<file path="config.mk">
export PLATFORM = sky130hd
export DESIGN_NAME = wdog_paired
export DESIGN_NICKNAME = d
export VERILOG_FILES = /design/src/rtl/wdog_pkg.sv /design/src/rtl/wdog_ctrl.sv /design/src/rtl/wdog_dp.sv /design/src/rtl/wdog_paired.sv
export SDC_FILE = /design/constraint.sdc
export NUM_CORES = 1
export LEC_CHECK = 0
export BUFFER_PORTS_ARGS = -buffer_cell sky130_fd_sc_hd__clkbuf_2
export CAP_MARGIN = 20
export CORE_AREA = 2 2 55 57
export CTS_BUF_LIST = sky130_fd_sc_hd__clkbuf_16
export CTS_CLUSTER_SIZE = 10
export DETAILED_ROUTE_END_ITERATION = 7
export DIE_AREA = 0 0 57 59
export PLACE_DENSITY = 0.8
export SLEW_MARGIN = 20
export SYNTH_ARGS = -nofsm -noshare
export SYNTH_HDL_FRONTEND = slang
export SYNTH_SLANG_ARGS = --single-unit
</file>
<file path="constraint.sdc">
create_clock -name clk -period 2.6 [get_ports clk]
set_input_delay 0.13 -clock clk [delete_from_list [all_inputs] [get_ports clk]]
set_output_delay 0.13 -clock clk [all_outputs]
set_load 0.005 [all_outputs]
</file>
<file path="src/rtl/wdog_pkg.sv">
package wdog_pkg;

  // History of the last accepted clear command in paired mode
  typedef enum logic [1:0] {
    PAIR_NONE = 2'd0,
    PAIR_ONE  = 2'd1,
    PAIR_TWO  = 2'd2
  } pairState_e;

  // Strobes from control to datapath
  typedef struct packed {
    logic cntClr;   // zero the counter this cycle
    logic advance;  // count one enable pulse this cycle
  } wdStrobe_t;

endpackage

</file>
<file path="src/rtl/wdog_ctrl.sv">
module wdog_ctrl
  import wdog_pkg::*;
#(
  parameter int SEL_W = 3,
  parameter int REG_W = 8
) (
  input  logic             clk,
  input  logic             rstN,
  input  logic             extRstN,
  input  logic             tickEn,
  input  logic             selWrEn,
  input  logic [REG_W-1:0] selWrData,
  input  logic             pairedMode,
  input  logic             clrOne,
  input  logic             clrTwo,
  input  logic             haltStrobe,
  output logic [SEL_W-1:0] selVal,
  output logic [REG_W-1:0] selRdData,
  output wdStrobe_t        strb
);

  localparam int PAD_W = REG_W - SEL_W;

  logic [SEL_W-1:0] selQ;
  pairState_e       pairQ;
  pairState_e       pairNext;
  logic             swAccept;
  logic             unusedHiBits;

  assign unusedHiBits = ^selWrData[REG_W-1:SEL_W];

  // Period select register, resets to the longest period
  always_ff @(posedge clk or negedge rstN) begin
    if (!rstN) begin
      selQ <= {SEL_W{1'b1}};
    end else if (selWrEn) begin
      selQ <= selWrData[SEL_W-1:0];
    end
  end

  assign selVal    = selQ;
  assign selRdData = {{PAD_W{1'b0}}, selQ};

  // Software clear decision
  always_comb begin
    swAccept = 1'b0;
    pairNext = pairQ;
    if (pairedMode) begin
      if (clrOne && !clrTwo && (pairQ != PAIR_ONE)) begin
        swAccept = 1'b1;
        pairNext = PAIR_ONE;
      end else if (clrTwo && !clrOne && (pairQ != PAIR_TWO)) begin
        swAccept = 1'b1;
        pairNext = PAIR_TWO;
      end
    end else begin
      swAccept = clrOne;
    end
  end

  always_ff @(posedge clk or negedge rstN) begin
    if (!rstN) begin
      pairQ <= PAIR_NONE;
    end else if (!extRstN) begin
      pairQ <= PAIR_NONE;
    end else begin
      pairQ <= pairNext;
    end
  end

  always_comb begin
    strb.cntClr  = !extRstN || haltStrobe || swAccept || selWrEn;
    strb.advance = tickEn && !strb.cntClr;
  end

endmodule

</file>
<file path="src/rtl/wdog_dp.sv">
module wdog_dp
  import wdog_pkg::*;
#(
  parameter int MIN_EXP = 8,
  parameter int SEL_W   = 3
) (
  input  logic             clk,
  input  logic             rstN,
  input  wdStrobe_t        strb,
  input  logic [SEL_W-1:0] selVal,
  input  logic             sleeping,
  input  logic             toFlagClr,
  output logic             fullRstReq,
  output logic             partRstReq,
  output logic             wakeReq,
  output logic             toFlag
);

  localparam int NSEL  = 1 << SEL_W;
  localparam int CNT_W = MIN_EXP + NSEL - 1;

  logic [CNT_W-1:0] cntQ;
  logic [CNT_W-1:0] limitTbl [NSEL];
  logic [CNT_W-1:0] limitSel;
  logic             expire;

  // Terminal count for each period value: 2^(MIN_EXP+g) - 1
  for (genvar g = 0; g < NSEL; g++) begin : g_limit
    assign limitTbl[g] = {CNT_W{1'b1}} >> (NSEL - 1 - g);
  end

  assign limitSel = limitTbl[selVal];
  assign expire   = strb.advance && (cntQ == limitSel);

  always_ff @(posedge clk or negedge rstN) begin
    if (!rstN) begin
      cntQ <= '0;
    end else if (strb.cntClr || expire) begin
      cntQ <= '0;
    end else if (strb.advance) begin
      cntQ <= cntQ + 1'b1;
    end
  end

  always_ff @(posedge clk or negedge rstN) begin
    if (!rstN) begin
      fullRstReq <= 1'b0;
      partRstReq <= 1'b0;
      wakeReq    <= 1'b0;
    end else begin
      fullRstReq <= expire && !sleeping;
      partRstReq <= expire && sleeping;
      wakeReq    <= expire && sleeping;
    end
  end

  always_ff @(posedge clk or negedge rstN) begin
    if (!rstN) begin
      toFlag <= 1'b0;
    end else if (expire) begin
      toFlag <= 1'b1;
    end else if (toFlagClr) begin
      toFlag <= 1'b0;
    end
  end

endmodule

</file>
<file path="src/rtl/wdog_paired.sv">
module wdog_paired
  import wdog_pkg::*;
#(
  parameter int MIN_EXP = 8,
  parameter int SEL_W   = 3,
  parameter int REG_W   = 8
) (
  input  logic             clk,
  input  logic             rstN,
  input  logic             extRstN,
  input  logic             tickEn,
  input  logic             selWrEn,
  input  logic [REG_W-1:0] selWrData,
  output logic [REG_W-1:0] selRdData,
  input  logic             pairedMode,
  input  logic             clrOne,
  input  logic             clrTwo,
  input  logic             haltStrobe,
  input  logic             sleeping,
  input  logic             toFlagClr,
  output logic             fullRstReq,
  output logic             partRstReq,
  output logic             wakeReq,
  output logic             toFlag
);

  wdStrobe_t        strb;
  logic [SEL_W-1:0] selVal;

  wdog_ctrl #(
    .SEL_W (SEL_W),
    .REG_W (REG_W)
  ) u_ctrl (
    .clk        (clk),
    .rstN       (rstN),
    .extRstN    (extRstN),
    .tickEn     (tickEn),
    .selWrEn    (selWrEn),
    .selWrData  (selWrData),
    .pairedMode (pairedMode),
    .clrOne     (clrOne),
    .clrTwo     (clrTwo),
    .haltStrobe (haltStrobe),
    .selVal     (selVal),
    .selRdData  (selRdData),
    .strb       (strb)
  );

  wdog_dp #(
    .MIN_EXP (MIN_EXP),
    .SEL_W   (SEL_W)
  ) u_dp (
    .clk        (clk),
    .rstN       (rstN),
    .strb       (strb),
    .selVal     (selVal),
    .sleeping   (sleeping),
    .toFlagClr  (toFlagClr),
    .fullRstReq (fullRstReq),
    .partRstReq (partRstReq),
    .wakeReq    (wakeReq),
    .toFlag     (toFlag)
  );

endmodule

</file>
[Yosys cells after proc, flatten, opt, wreduce, memory -nomap -nowiden]
Memories as Yosys holds them, arrays and structs flattened.
Index checks and enable logic that the tools add are counted.
Operators by class
  reductions and logical operators: 20
  add/subtract/negate cells: 1
  bitwise operators: 1
  order comparisons: 1
  equal/unequal tests: 5
  mux-type cells: 13
Operators by type and width (number)
  $mux W15: 4
  $add A15 B1 Y15 const B: 1
  $eq A15 B15 Y1: 1
  $logic_and A1 B1 Y1: 8
  $mux W2: 4
  $logic_not A1 Y1: 5
  $mux W1: 5
  $ge A4 B4 Y1 const B: 1
  $logic_or A1 B1 Y1: 4
  $ne A2 B1 Y1 const B: 2
  $not A3 Y4: 1
  $reduce_bool A2 Y1: 2
  $ne A3 B1 Y1 const B: 1
  $ne A2 B2 Y1 const B: 1
  $reduce_and A2 Y1: 1
Word-level totals
  bits of input ports: 19
  memories kept: 1
  register bits: 23
  output and inout port bits: 12
  word-level logic and storage cells: 48
  memory bits (read-only): 120
Memory list
  (name not given): depth 8, width 15, read ports 1, clocked after memory_dff 0, wr ports 0, RTL line wdog_dp.sv:32  | assign limitSel = limitTbl[selVal];

[Logic depth before layout (Yosys ltp)]
Gate-level depths: netlist of the first run.
  word-level depth: 13
  mapped depth: 7
  gate-level depth less buffers: 5

[By module]
Synthesis of the first run repeated with hierarchy kept, for this count alone.
Second synthesis, totals
  cells, all modules: 135
  area, all modules: 1323.8 um^2
Modules (own cells, without submodules)
  wdog_dp: area each 992.2 um^2, cells each 101, seq. area each 450.4 um^2, times used 1
  wdog_ctrl: area each 331.6 um^2, cells each 34, seq. area each 128.9 um^2, times used 1

[Worst setup path before layout of the first run]
OpenSTA, ideal clock, no wires.
  path kind: register -> register
  start point: reg u_ctrl.selQ[1], in the netlist u_ctrl.selVal[1]
  end point: reg u_dp.cntQ[12]
  period minus slack after synthesis: 1.890 ns
  cell stages (with the launch flop): 8
  arrival: 1.755 ns
  data required time: 2.465 ns
  path slack: 0.710 ns
  setup time: 0.135 ns
  buffers on the path: 2
  path through: dfstp_2 buf_4 or3b_1 a21oi_1 o2111ai_2 a21oi_4 buf_6 a211oi_2
Between the ends
  longest elaborated chain between the ends: 8
  elaborated cells on any way between the ends: 9
  those cells by class: 1 x eq/ne; 3 x mux; 1 x bitwise; 3 x reduce/logical; 1 x memory
RTL lines
  start, declared: RTL line wdog_ctrl.sv:24  | logic [SEL_W-1:0] selQ;
  start signal, assigned: RTL line wdog_ctrl.sv:35  | selQ <= {SEL_W{1'b1}};
  start signal, assigned: RTL line wdog_ctrl.sv:37  | selQ <= selWrData[SEL_W-1:0];
  $not A3 Y4 (implied by the code) (*): RTL line wdog_dp.sv:32
  $mem_v2 Z8 W15 (*)
  $mux W15 (implied by the code) (*) (2 in series): RTL line wdog_dp.sv:32
  $eq A15 B15 Y1 (*): RTL line wdog_dp.sv:33  | assign expire = strb.advance && (cntQ == limitSel);
  $logic_and A1 B1 Y1 (*): RTL line wdog_dp.sv:33
  $logic_or A1 B1 Y1 (*): RTL line wdog_dp.sv:38  | end else if (strb.cntClr || expire) begin
  $mux W15 or $reduce_bool A2 Y1 (tied branches)
  end signal, assigned: RTL line wdog_dp.sv:41  | cntQ <= cntQ + 1'b1;
  end, declared: RTL line wdog_dp.sv:22  | logic [CNT_W-1:0] cntQ;
Mark *: on every way between the ends. The rest lies on a longest branch, timed or not. The select of a mux whose other input is x is not followed.
A chain may end at the register's enable or synchronous reset.

[Worst setup path in the final report of the first run]
  start point: reg u_ctrl.selQ[1], in the netlist u_ctrl.selVal[1]
  end point: reg u_dp.fullRstReq
Between the ends
  longest elaborated chain between the ends: 7
RTL lines
  $not A3 Y4 (implied by the code): RTL line wdog_dp.sv:32
  $mem_v2 Z8 W15
  $mux W15 (implied by the code) (2 in series): RTL line wdog_dp.sv:32
  $eq A15 B15 Y1: RTL line wdog_dp.sv:33
  $logic_and A1 B1 Y1: RTL line wdog_dp.sv:33
  $logic_and A1 B1 Y1: RTL line wdog_dp.sv:51  | fullRstReq <= expire && !sleeping;
  end signal, assigned: RTL line wdog_dp.sv:51
  end, declared: RTL line wdog_dp.sv:13  | output logic fullRstReq,
Every way passes these cells. The select of a mux whose other input is x is not followed.

==> results_dict.tcl, run 1 <==
set metrics [dict create \
    layout-drive-gt1-share_pct 23.8 \
    clock_latency_ps 260 \
    synthFlopType "dfrtp_1" \
    synth_cell_types 47 \
    pin_count 31 \
    outcome "complete, no violations" \
    coreArea_sq_mm 0.00271 \
    r2r_start "u_ctrl.selVal[1]$_DFFE_PN1P_" \
    switchingPower_uw 175 \
    vias 1135 \
    worstSetupEndpointType "register" \
    gr-total-overflow 0 \
    port_buffers 20 \
    p_leak_uw 0.000647 \
    critical_path_depth 5 \
    clockRootBuffer "clkbuf_16" \
    skew_ps 1.94 \
    period_needed_ps 2140 \
    clk_pin_slew_ps 60 \
    syn_to_final_growth_pct 9.61 \
    slowest_stage "dfstp_2" \
    drtIter0Drc 33 \
    timing.hold.ws_ps 39.0 \
    p_clk_share_pct 42.4 \
    worstReg2RegEnd "u_dp.fullRstReq$_DFF_PN0_" \
    cts_made_buffers 3 \
    r2r_slack_ps 460 \
    slew_headroom_pct 57.8 \
    grt_max_degree 24 \
    worstPathCellList "or3b_1 -> a21oi_1 -> o2111ai_2 -> a21oi_4 -> nor3b_2" \
    synth_area_leader_cell "dfrtp_1" \
    yosysMostFrequentCell "dfrtp_1" \
    cts_setup_buffers 0 \
    die-area_sq_mm 0.00336 \
    hold_viol 0 \
    critPathLaunchType "register" \
    yosysWarnings 0 \
    drc 0 \
    place_congestion 0.811 \
    intPower_uw 606 \
    grt_first_pass_wirelength_microns 4770 \
    worst_r2r_path_depth 5 \
    cts.sinks 23 \
    crit_path_max_incr_delay_ps 640 \
    rows 19 \
    h-tree-depth 1 \
    required_ps 2780 \
    cts_tree "done" \
    synth.cell_area_sq_mm 0.00145 \
    wl_microns 2700 \
    synth_top_area_share_pct 34.6 \
    fin_crit_sh_pct 82.2 \
    worst_pin_slew_ps 633 \
    max-cap-violations 0 \
    start_util_pct 53.3 \
    grt_pass1_vias 1126 \
    synth_common_cells "20 x dfrtp_1, 13 x nand2_1, 9 x nor3_1" \
    grt_usage_pct 18.0 \
    setup.worst_path.class "register to register" \
    ant_nets 0 \
    powerDensity_mw_per_mm2 493 \
    cts_buffer_depth 2 \
    die_x_microns 57 \
    hold_start "sleeping" \
    max_freq_mhz 468 \
    worstHoldPathCells 2 \
    synth_edf_count 0 \
    slew_violations 0 \
    p_seq_share_pct 49.0 \
    swShare_pct 22.5 \
    rsz0062_at_grt "false" \
    ir_drop_mv 0.303 \
    fin_tns_setup_ps 0 \
    vias_per_cell 5.82 \
    synth-async-reset-ratio_pct 100 \
    cp.arrival_ps 2320 \
    regArea_sq_um 579 \
    path_buf_inv 0 \
    p_comb_share_pct 8.6 \
    die_height_microns 59 \
    crit_fanout 17 \
    seq_area_frac_synth_pct 40.1 \
    wire_per_inst_microns 13.8 \
    ys_top_cells_by_area "dfrtp_1 35%, dfstp_2 5.5%, a211oi_2 4.3%" \
    n_fill_cell 233 \
    setup_viol 0 \
    min_to "u_dp.fullRstReq$_DFF_PN0_" \
    antenna_found_initial 0 \
    dpl.hpwl_microns 1960 \
    multi_input_area_sq_um 753 \
    syn_avg_cell_area_sq_um 9.83 \
    synth_cells 147 \
    hold_path_class "input pin to register" \
    ys_ff_latch 23 \
    cts_resized 0 \
    crit_family "compound AO/OA/AOI/OAI gates" \
    n_antenna_cell 0 \
    drtPass1Iterations 4 \
    nets 185 \
]
## per-stage QoR
| stage | cells | total power, uW | cell area (sq um) | utilization [%] | setup WS (ps) |
|---|---|---|---|---|---|
| after floorplan | 151 | 435 | 1460 | - | 710 |
| after global placement | 190 | 451 | 1490 | 55.1 | 502 |
| after detailed placement | 190 | 455 | 1490 | 55.1 | 471 |
| after CTS | 195 | 789 | 1580 | 58.4 | 457 |
| after global routing | 195 | 812 | 1580 | 58.4 | 365 |
| final | 195 | 781 | 1580 | 58.4 | 462 |
## worst max-delay path by stage
stage                                      start                        end  slack (ps)
global placement    u_ctrl.selVal[1]$_DFFE_PN1P_  u_dp.fullRstReq$_DFF_PN0_         500
finish              u_ctrl.selVal[1]$_DFFE_PN1P_  u_dp.fullRstReq$_DFF_PN0_         460
global route        u_ctrl.selVal[1]$_DFFE_PN1P_  u_dp.fullRstReq$_DFF_PN0_         370
detailed placement  u_ctrl.selVal[1]$_DFFE_PN1P_  u_dp.fullRstReq$_DFF_PN0_         470
CTS                 u_ctrl.selVal[1]$_DFFE_PN1P_  u_dp.fullRstReq$_DFF_PN0_         460
floorplan           u_ctrl.selVal[1]$_DFFE_PN1P_  u_dp.cntQ[12]$_DFFE_PN0P_         710
## area by class of cell
class                   count  area share (%)
clock inverters             1           0.316
clock buffers               3            4.74
well taps                  31            2.45
flip-flops and latches     23            36.6
inverters                   6            1.42
multi-input cells         110            47.6
repair buffers             21            6.95
## state kept, by name, indices dropped and copies added, names as in the netlist
name	flops
u_dp.cntQ	15
u_ctrl.selVal	3
u_dp.fullRstReq	1
u_dp.partRstReq	1
u_ctrl.pairQ	2
u_dp.toFlag	1
## cell usage in the layout (no fill, tap or decap), types with 4 or more instances in the layout
| cell type | instances |
|---|---|
| clkbuf_2 | 20 |
| dfrtp_1 | 20 |
| nand2_1 | 13 |
| nor3_1 | 9 |
| inv_1 | 6 |
| nand3_1 | 6 |
| xnor2_1 | 5 |
| or3_1 | 5 |
| and3_1 | 5 |
| xor2_1 | 5 |
| o21ai_0 | 5 |
| a211oi_2 | 5 |
| conb_1 | 5 |
| nand4_1 | 4 |
## kinds of logic (layout without fill, tap and decap cells)
logic type                 count (synthesis)  after routing  share of synthesized area (%)
xor gates and xnor gates                  10             10                           6.06
DFF                                       23             23                           40.1
other                                      1              5                          0.259
buffers and inverters                     18             31                           8.83
AOI/OAI and AO/OA                         31             31                           17.8
muxes                                      3              3                           2.25
adders and majority gates                  1              1                          0.866
and+or+nand+nor                           60             60                           23.8
## timing repair
item	in CTS	in global routing
setup endpoints to repair	0	0
hold buffers	1	0
endpoints found under the hold margin	20	0
## metal layers
layer	GRT usage [%]	wire, microns	vias to the layer above
li1	-	-	571
met1	21.5	1220	541
met2	33.2	1370	18
met3	2.62	73	5
met4	6.31	39	0
met5	0	0	-
## power by group through the flow
stage | Combinational, uW | Sequential [uW] | Clock (uW)
after floorplan | 53.8 | 381 | 0
after global placement | 64.1 | 387 | 0
after detailed placement | 66.8 | 388 | 0
after CTS | 68.4 | 382 | 339
after global routing | 77.2 | 384 | 350
final | 67.5 | 383 | 331
Power figures use the tool's default switching activity.
==> inputs of run 2 (changes only) <==
--- a/config.mk
+++ b/config.mk
@@ -5,14 +5,15 @@
 export SDC_FILE = /design/constraint.sdc
 export NUM_CORES = 1
 export LEC_CHECK = 0
+export ABC_AREA = 1
 export BUFFER_PORTS_ARGS = -buffer_cell sky130_fd_sc_hd__clkbuf_2
 export CAP_MARGIN = 20
-export CORE_AREA = 2 2 55 57
+export CORE_AREA = 2 2 57 59
 export CTS_BUF_LIST = sky130_fd_sc_hd__clkbuf_16
 export CTS_CLUSTER_SIZE = 10
 export DETAILED_ROUTE_END_ITERATION = 7
-export DIE_AREA = 0 0 57 59
-export PLACE_DENSITY = 0.8
+export DIE_AREA = 0 0 59 61
+export PLACE_DENSITY = 0.78
 export SLEW_MARGIN = 20
 export SYNTH_ARGS = -nofsm -noshare
 export SYNTH_HDL_FRONTEND = slang
==> constraint.sdc (replaced) <==
create_clock -name clk -period 2.2 [get_ports clk]
set_input_delay 0.11 -clock clk [delete_from_list [all_inputs] [get_ports clk]]
set_output_delay 0.11 -clock clk [all_outputs]
set_load 0.005 [all_outputs]
==> run 2 against run 1 <==
Against the previous run:
- design area is 7.3% higher
- synthesized cell count increased by 50%
- final cell count increased by 41%
- worst hold slack lost 21 ps
- non-clock buffer count stayed put
- synthesized area is 5.5% higher
- combinational power up 56%
- critical endpoint is now u_dp.cntQ[1]$_DFFE_PN0P_
- largest power group unchanged
==> results_dict.tcl, run 2 <==
set metrics [dict create \
    hold_viol 0 \
    cp.arrival_ps 1920 \
    multi_input_area_sq_um 790 \
    pin_count 31 \
    vias 1375 \
    setup.worst_path.class "register to register" \
    antenna_found_initial 0 \
    seq_area_frac_synth_pct 38.0 \
    period_needed_ps 1790 \
    wire_per_inst_microns 10.6 \
    coreArea_sq_mm 0.00295 \
    required_ps 2330 \
    worstSetupEndpointType "register" \
    slowest_stage "dfrtp_1" \
    cts_buffer_depth 2 \
    dpl-instance-area_sq_mm 0.00161 \
    r2r_start "u_dp.cntQ[0]$_DFFE_PN0P_" \
    rsz0062_at_grt "false" \
    synth_area_leader_cell "dfrtp_1" \
    cts_setup_buffers 0 \
    start_util_pct 51.6 \
    cpMostUsedCell "nand2_2" \
    regMostFlops "u_dp.cntQ" \
    n_fill_cell 291 \
    layout-drive-gt1-share_pct 23.7 \
    slew_headroom_pct 61.2 \
    cts.sinks 23 \
    synth-async-reset-ratio_pct 100 \
    yosysMostFrequentCell "nand2_1" \
    dpl.hpwl_microns 2150 \
    cts_tree "done" \
    drtPass1Iterations 4 \
    ant_nets 0 \
    max_freq_mhz 560 \
    max-cap-violations 0 \
    n_antenna_cell 0 \
    drtIter0Drc 31 \
    ys_ff_latch 23 \
    worstPathCellList "ha_1 -> nand3_1 -> inv_2 -> nand2_1 -> nor2_2 -> nand2_2 -> nor2_2 -> nand2_2 -> nand2_2 -> o21ai_0" \
    p_leak_uw 0.000855 \
    wl_microns 2910 \
    grt_first_pass_wirelength_microns 5310 \
    synthFlopType "dfrtp_1" \
    outcome "complete, no violations" \
    h-tree-depth 1 \
    powerDensity_mw_per_mm2 557 \
    syn_to_final_growth_pct 11.6 \
    ys_top_cells_by_area "dfrtp_1 33%, nand2_1 18%, nand3_1 6.6%" \
    worst_pin_slew_ps 582 \
    synth_common_cells "72 x nand2_1, 22 x inv_1, 21 x nor2_1" \
    path_buf_inv 1 \
    yosysWarnings 0 \
    synth_edf_count 0 \
    layoutNonFillerInstCount 274 \
    port_buffers 20 \
    synth_cells 221 \
    dp.cells 269 \
    nets 262 \
    synth.cell_area_sq_mm 0.00152 \
    gr-total-overflow 0 \
    crit_family "simple AND/OR/NAND/NOR gates" \
    crit_fanout 11 \
    final_cell_mix "72 x nand2_1, 23 x inv_1, 21 x nor2_1" \
    die-area_sq_mm 0.00360 \
    crit_start "u_dp.cntQ[0]$_DFFE_PN0P_" \
    fin_crit_sh_pct 81.2 \
    grt_pass1_vias 1261 \
    ir_drop_mv 0.293 \
    largest_register_ffs 15 \
    setup_ws_ps 413 \
    fin_tns_setup_ps 0 \
    vias_per_cell 5.02 \
    clk_pin_slew_ps 60 \
    crit_path_max_incr_delay_ps 390 \
    layout_commonest_cell "nand2_1" \
    skew_ps 1.31 \
    regArea_sq_um 579 \
    cts_made_buffers 3 \
    syn_avg_cell_area_sq_um 6.90 \
    synth_cell_types 27 \
    rows 20 \
    cts_resized 0 \
    pre_cts_slack_ps 423 \
    hold_start "sleeping" \
    synth_top_area_share_pct 32.8 \
    clock_latency_ps 260 \
    clockRootBuffer "clkbuf_16" \
    die_x_microns 59 \
    fin_area_sq_mm 0.00170 \
    grt_max_degree 25 \
    drc 0 \
    hold_path_class "input pin to register" \
    critPathLaunchType "register" \
    slew_violations 0 \
    place_congestion 0.830 \
    die_height_microns 61 \
    grt_usage_pct 19.8 \
    setup_viol 0 \
]
[run 2: cell types whose count changed after synthesis, moves of 4 or more]
| cell | before | now |
|---|---|---|
| nor2_2 | 0 | 13 |
| xor2_1 | 5 | 0 |
| xnor2_1 | 5 | 0 |
| and3_1 | 5 | 0 |
| nor2_1 | 2 | 21 |
| or3_1 | 5 | 0 |
| inv_2 | 0 | 4 |
| nand3_1 | 6 | 20 |
| nand2_1 | 13 | 72 |
| inv_1 | 6 | 22 |
| nand2_2 | 0 | 7 |
| a211oi_2 | 5 | 0 |
[run 2: final cells by class]
cell class / instances / area share [%]
multi-input cells: 166 / 46.4
well taps: 33 / 2.43
clock buffers: 3 / 4.42
inverters: 27 / 5.96
clock inverters: 1 / 0.221
repair buffers: 21 / 6.48
flip-flops and latches: 23 / 34.1
[run 2: power breakdown]
group          total [uW]  switching (uW)  leakage, uW  internal, uW
logic                 105            68.7     0.000504          36.7
registers             450            13.7     0.000309           436
clock network         391             148    0.0000423           243
total                 946             230     0.000855           716
[run 2: logic make-up (layout without fill, tap and decap cells)]
| kind of cell | Yosys count | count (layout) | synth area share [%] |
|---|---|---|---|
| multiplexers | 1 | 1 | 0.739 |
| flip-flops | 23 | 23 | 38.0 |
| AND/OR/NAND/NOR | 147 | 147 | 44.3 |
| other | 1 | 5 | 0.246 |
| AO/OA/AOI/OAI | 12 | 12 | 4.76 |
| buffers and inverters | 36 | 52 | 11.2 |
| adder cells (fa/ha/maj) | 1 | 1 | 0.821 |
[run 2: what timing repair did]
action,in CTS,in global routing
hold buffers,1,0
endpoints found under the hold margin,20,0
setup endpoints to repair,0,0
[run 2: metrics by stage]
stage               total power [uW]  utilization (%)  hold WS [ps]
finish                           946             57.6          17.5
CTS                              954             57.6          15.7
global placement                 560             54.6           132
global route                     988             57.6          21.0
detailed placement               561             54.6           136
floorplan                        528                -          -186
[run 2: final timing paths]
kind,end,slack [ps],cells past startpoint
min in group asynchronous,u_dp.partRstReq$_DFF_PN0_,390,2
min reg2reg,u_dp.toFlag$_DFFE_PN0P_,530,2
min,u_dp.fullRstReq$_DFF_PN0_,20,2
max reg2reg,u_dp.cntQ[1]$_DFFE_PN0P_,410,10
max,u_dp.cntQ[1]$_DFFE_PN0P_,410,10
max in group asynchronous,u_dp.cntQ[7]$_DFFE_PN0P_,1420,2
[run 2: per-layer routing]
layer | vias up | global-route usage (%) | part of all wire, %
li1 | 724 | - | -
met1 | 621 | 23.2 | 47
met2 | 23 | 34.6 | 47
met3 | 7 | 3.20 | 3.2
met4 | 0 | 10.7 | 3.0
met5 | - | 0 | 0
==> inputs of run 3 (changes only) <==
==> constraint.sdc (replaced) <==
create_clock -name clk -period 1.7 [get_ports clk]
set_input_delay 0.085 -clock clk [delete_from_list [all_inputs] [get_ports clk]]
set_output_delay 0.085 -clock clk [all_outputs]
set_load 0.005 [all_outputs]
==> run 3 against run 2 <==
Against the previous run:
- core utilization up 2.1 points
- via count is 0.44% higher
- wire length shrank 2.3%
- worst hold slack got worse by 14 ps
- clock power grew 29%
- critical path depth increased by 1
- final cell count is 1.8% higher
- maximum frequency up 14%
==> results_dict.tcl, run 3 (synthesis gave the netlist of run 2 again) <==
set metrics [dict create \
    max_freq_mhz 636 \
    powerDensity_mw_per_mm2 701 \
    rsz0062_at_grt "false" \
    worst_r2r_path_depth 11 \
    setup_viol 0 \
    cp.arrival_ps 1730 \
    outcome "complete, no violations" \
    ir_drop_mv 0.404 \
    nets 267 \
    grt_max_degree 25 \
    syn_to_final_growth_pct 15.6 \
    skew_ps 2.42 \
    h-tree-depth 1 \
    antenna_found_initial 0 \
    vias_per_cell 4.95 \
    largest_register_ffs 15 \
    slowest_stage "dfrtp_1" \
    path_buf_inv 2 \
    grt_pass1_vias 1288 \
    setup.worst_path.class "register to register" \
    dp.cells 272 \
    port_buffers 20 \
    dpl.hpwl_microns 2150 \
    pin_count 31 \
    start_util_pct 51.6 \
    coreArea_sq_mm 0.00295 \
    drtIter0Drc 41 \
    slew_violations 0 \
    grt_usage_pct 18.7 \
    die-area_sq_mm 0.00360 \
    layout-drive-gt1-share_pct 25.6 \
    hold_viol 0 \
    r2r_start "u_dp.cntQ[1]$_DFFE_PN0P_" \
    final_cell_mix "72 x nand2_1, 23 x inv_1, 21 x nor2_1" \
    worstReg2RegEnd "u_dp.cntQ[13]$_DFFE_PN0P_" \
    n_antenna_cell 0 \
    die_x_microns 59 \
    cts_made_buffers 3 \
    crit_fanout 6 \
    min_to "u_dp.fullRstReq$_DFF_PN0_" \
    die_height_microns 61 \
    multi_input_area_sq_um 797 \
    grt_first_pass_wirelength_microns 5110 \
    wl_microns 2850 \
    cpMostUsedCell "nor2_2" \
    r2r_slack_ps 130 \
    hold_start "sleeping" \
    layoutNonFillerInstCount 279 \
    regMostFlops "u_dp.cntQ" \
    fin_tns_setup_ps 0 \
    cts_tree "done" \
    p_leak_uw 0.000885 \
    hold_path_class "input pin to register" \
    worst_pin_slew_ps 576 \
    vias 1381 \
    crit_family "simple AND/OR/NAND/NOR gates" \
    drtPass1Iterations 4 \
    ant_nets 0 \
    critPathLaunchType "register" \
    rows 20 \
    critical_path_depth 11 \
    n_fill_cell 273 \
    place_congestion 0.800 \
    layout_commonest_cell "nand2_1" \
    clockRootBuffer "clkbuf_16" \
    clock_latency_ps 260 \
    required_ps 1850 \
    regArea_sq_um 579 \
    gr-total-overflow 0 \
    worstHoldPathCells 2 \
    cts.sinks 23 \
    slew_headroom_pct 61.6 \
    crit_path_max_incr_delay_ps 380 \
    drc 0 \
    wire_per_inst_microns 10.2 \
    worstPathCellList "ha_2 -> nand3_1 -> inv_2 -> nand2_1 -> nor2_2 -> nand2_2 -> nor2_2 -> nand2_2 -> nand2_4 -> buf_12 -> nor2_2" \
    clk_pin_slew_ps 60 \
    worstSetupEndpointType "register" \
    max-cap-violations 0 \
    fin_crit_sh_pct 92.5 \
    cts_buffer_depth 2 \
    period_needed_ps 1570 \
]
==> run 3: changes by cell type in the layout (fill, tap and decap cells not counted), sizes merged <==
cell	before	now
buf	0	5
==> run 3: report_power, final <==
group          switching [uW]  total [uW]  internal (uW)
combinational            91.5         148           56.4
sequential               16.6         581            565
clock                     192         506            314
==> run 3: how the worst max path moves through the flow <==
stage | start | end
CTS | u_dp.cntQ[0]$_DFFE_PN0P_ | u_dp.cntQ[2]$_DFFE_PN0P_
global route | u_dp.cntQ[1]$_DFFE_PN0P_ | u_dp.cntQ[14]$_DFFE_PN0P_
detailed placement | u_dp.cntQ[0]$_DFFE_PN0P_ | u_dp.cntQ[2]$_DFFE_PN0P_
finish | u_dp.cntQ[1]$_DFFE_PN0P_ | u_dp.cntQ[13]$_DFFE_PN0P_
global placement | u_dp.cntQ[0]$_DFFE_PN0P_ | u_dp.cntQ[5]$_DFFE_PN0P_
floorplan | u_dp.cntQ[0]$_DFFE_PN0P_ | u_dp.cntQ[10]$_DFFE_PN0P_
==> run 3: repair_timing <==
action / in CTS / in global routing
gates resized for setup: 0 / 3
setup buffers: 0 / 2
hold endpoints to repair: 20 / 0
endpoints found under the setup margin: 0 / 10
hold buffers: 1 / 0
==> run 3: cell type report <==
type	instances	area share, %
flip-flops and latches	23	32.9
repair buffers	26	9.30
multi-input cells	166	45.2
clock buffers	3	4.26
clock inverters	1	0.213
inverters	27	5.75
well taps	33	2.34
==> run 3: metrics by stage <==
| stage | power (uW) | utilization [%] | hold slack [ps] | setup WS [ps] | area, sq um |
|---|---|---|---|---|---|
| 6_report | 1240 | 59.7 | 3.61 | 128 | 1760 |
| 5_1_grt | 1290 | 59.7 | 9.45 | 3.46 | 1760 |
| 4_1_cts | 1240 | 58.8 | 2.34 | 51.1 | 1740 |
| 3_5_place_dp | 733 | 55.8 | 112 | 78.4 | 1650 |
| 3_3_place_gp | 729 | 55.8 | 107 | 90.2 | 1650 |
| 2_1_floorplan | 683 | - | -211 | 223 | 1540 |
==> run 3: routing by layer <==
layer,track usage (%),vias up,routed length [microns]
li1,-,731,-
met1,22.5,617,1330
met2,32.9,28,1360
met3,2.77,5,108
met4,8.77,0,44
met5,0,-,0
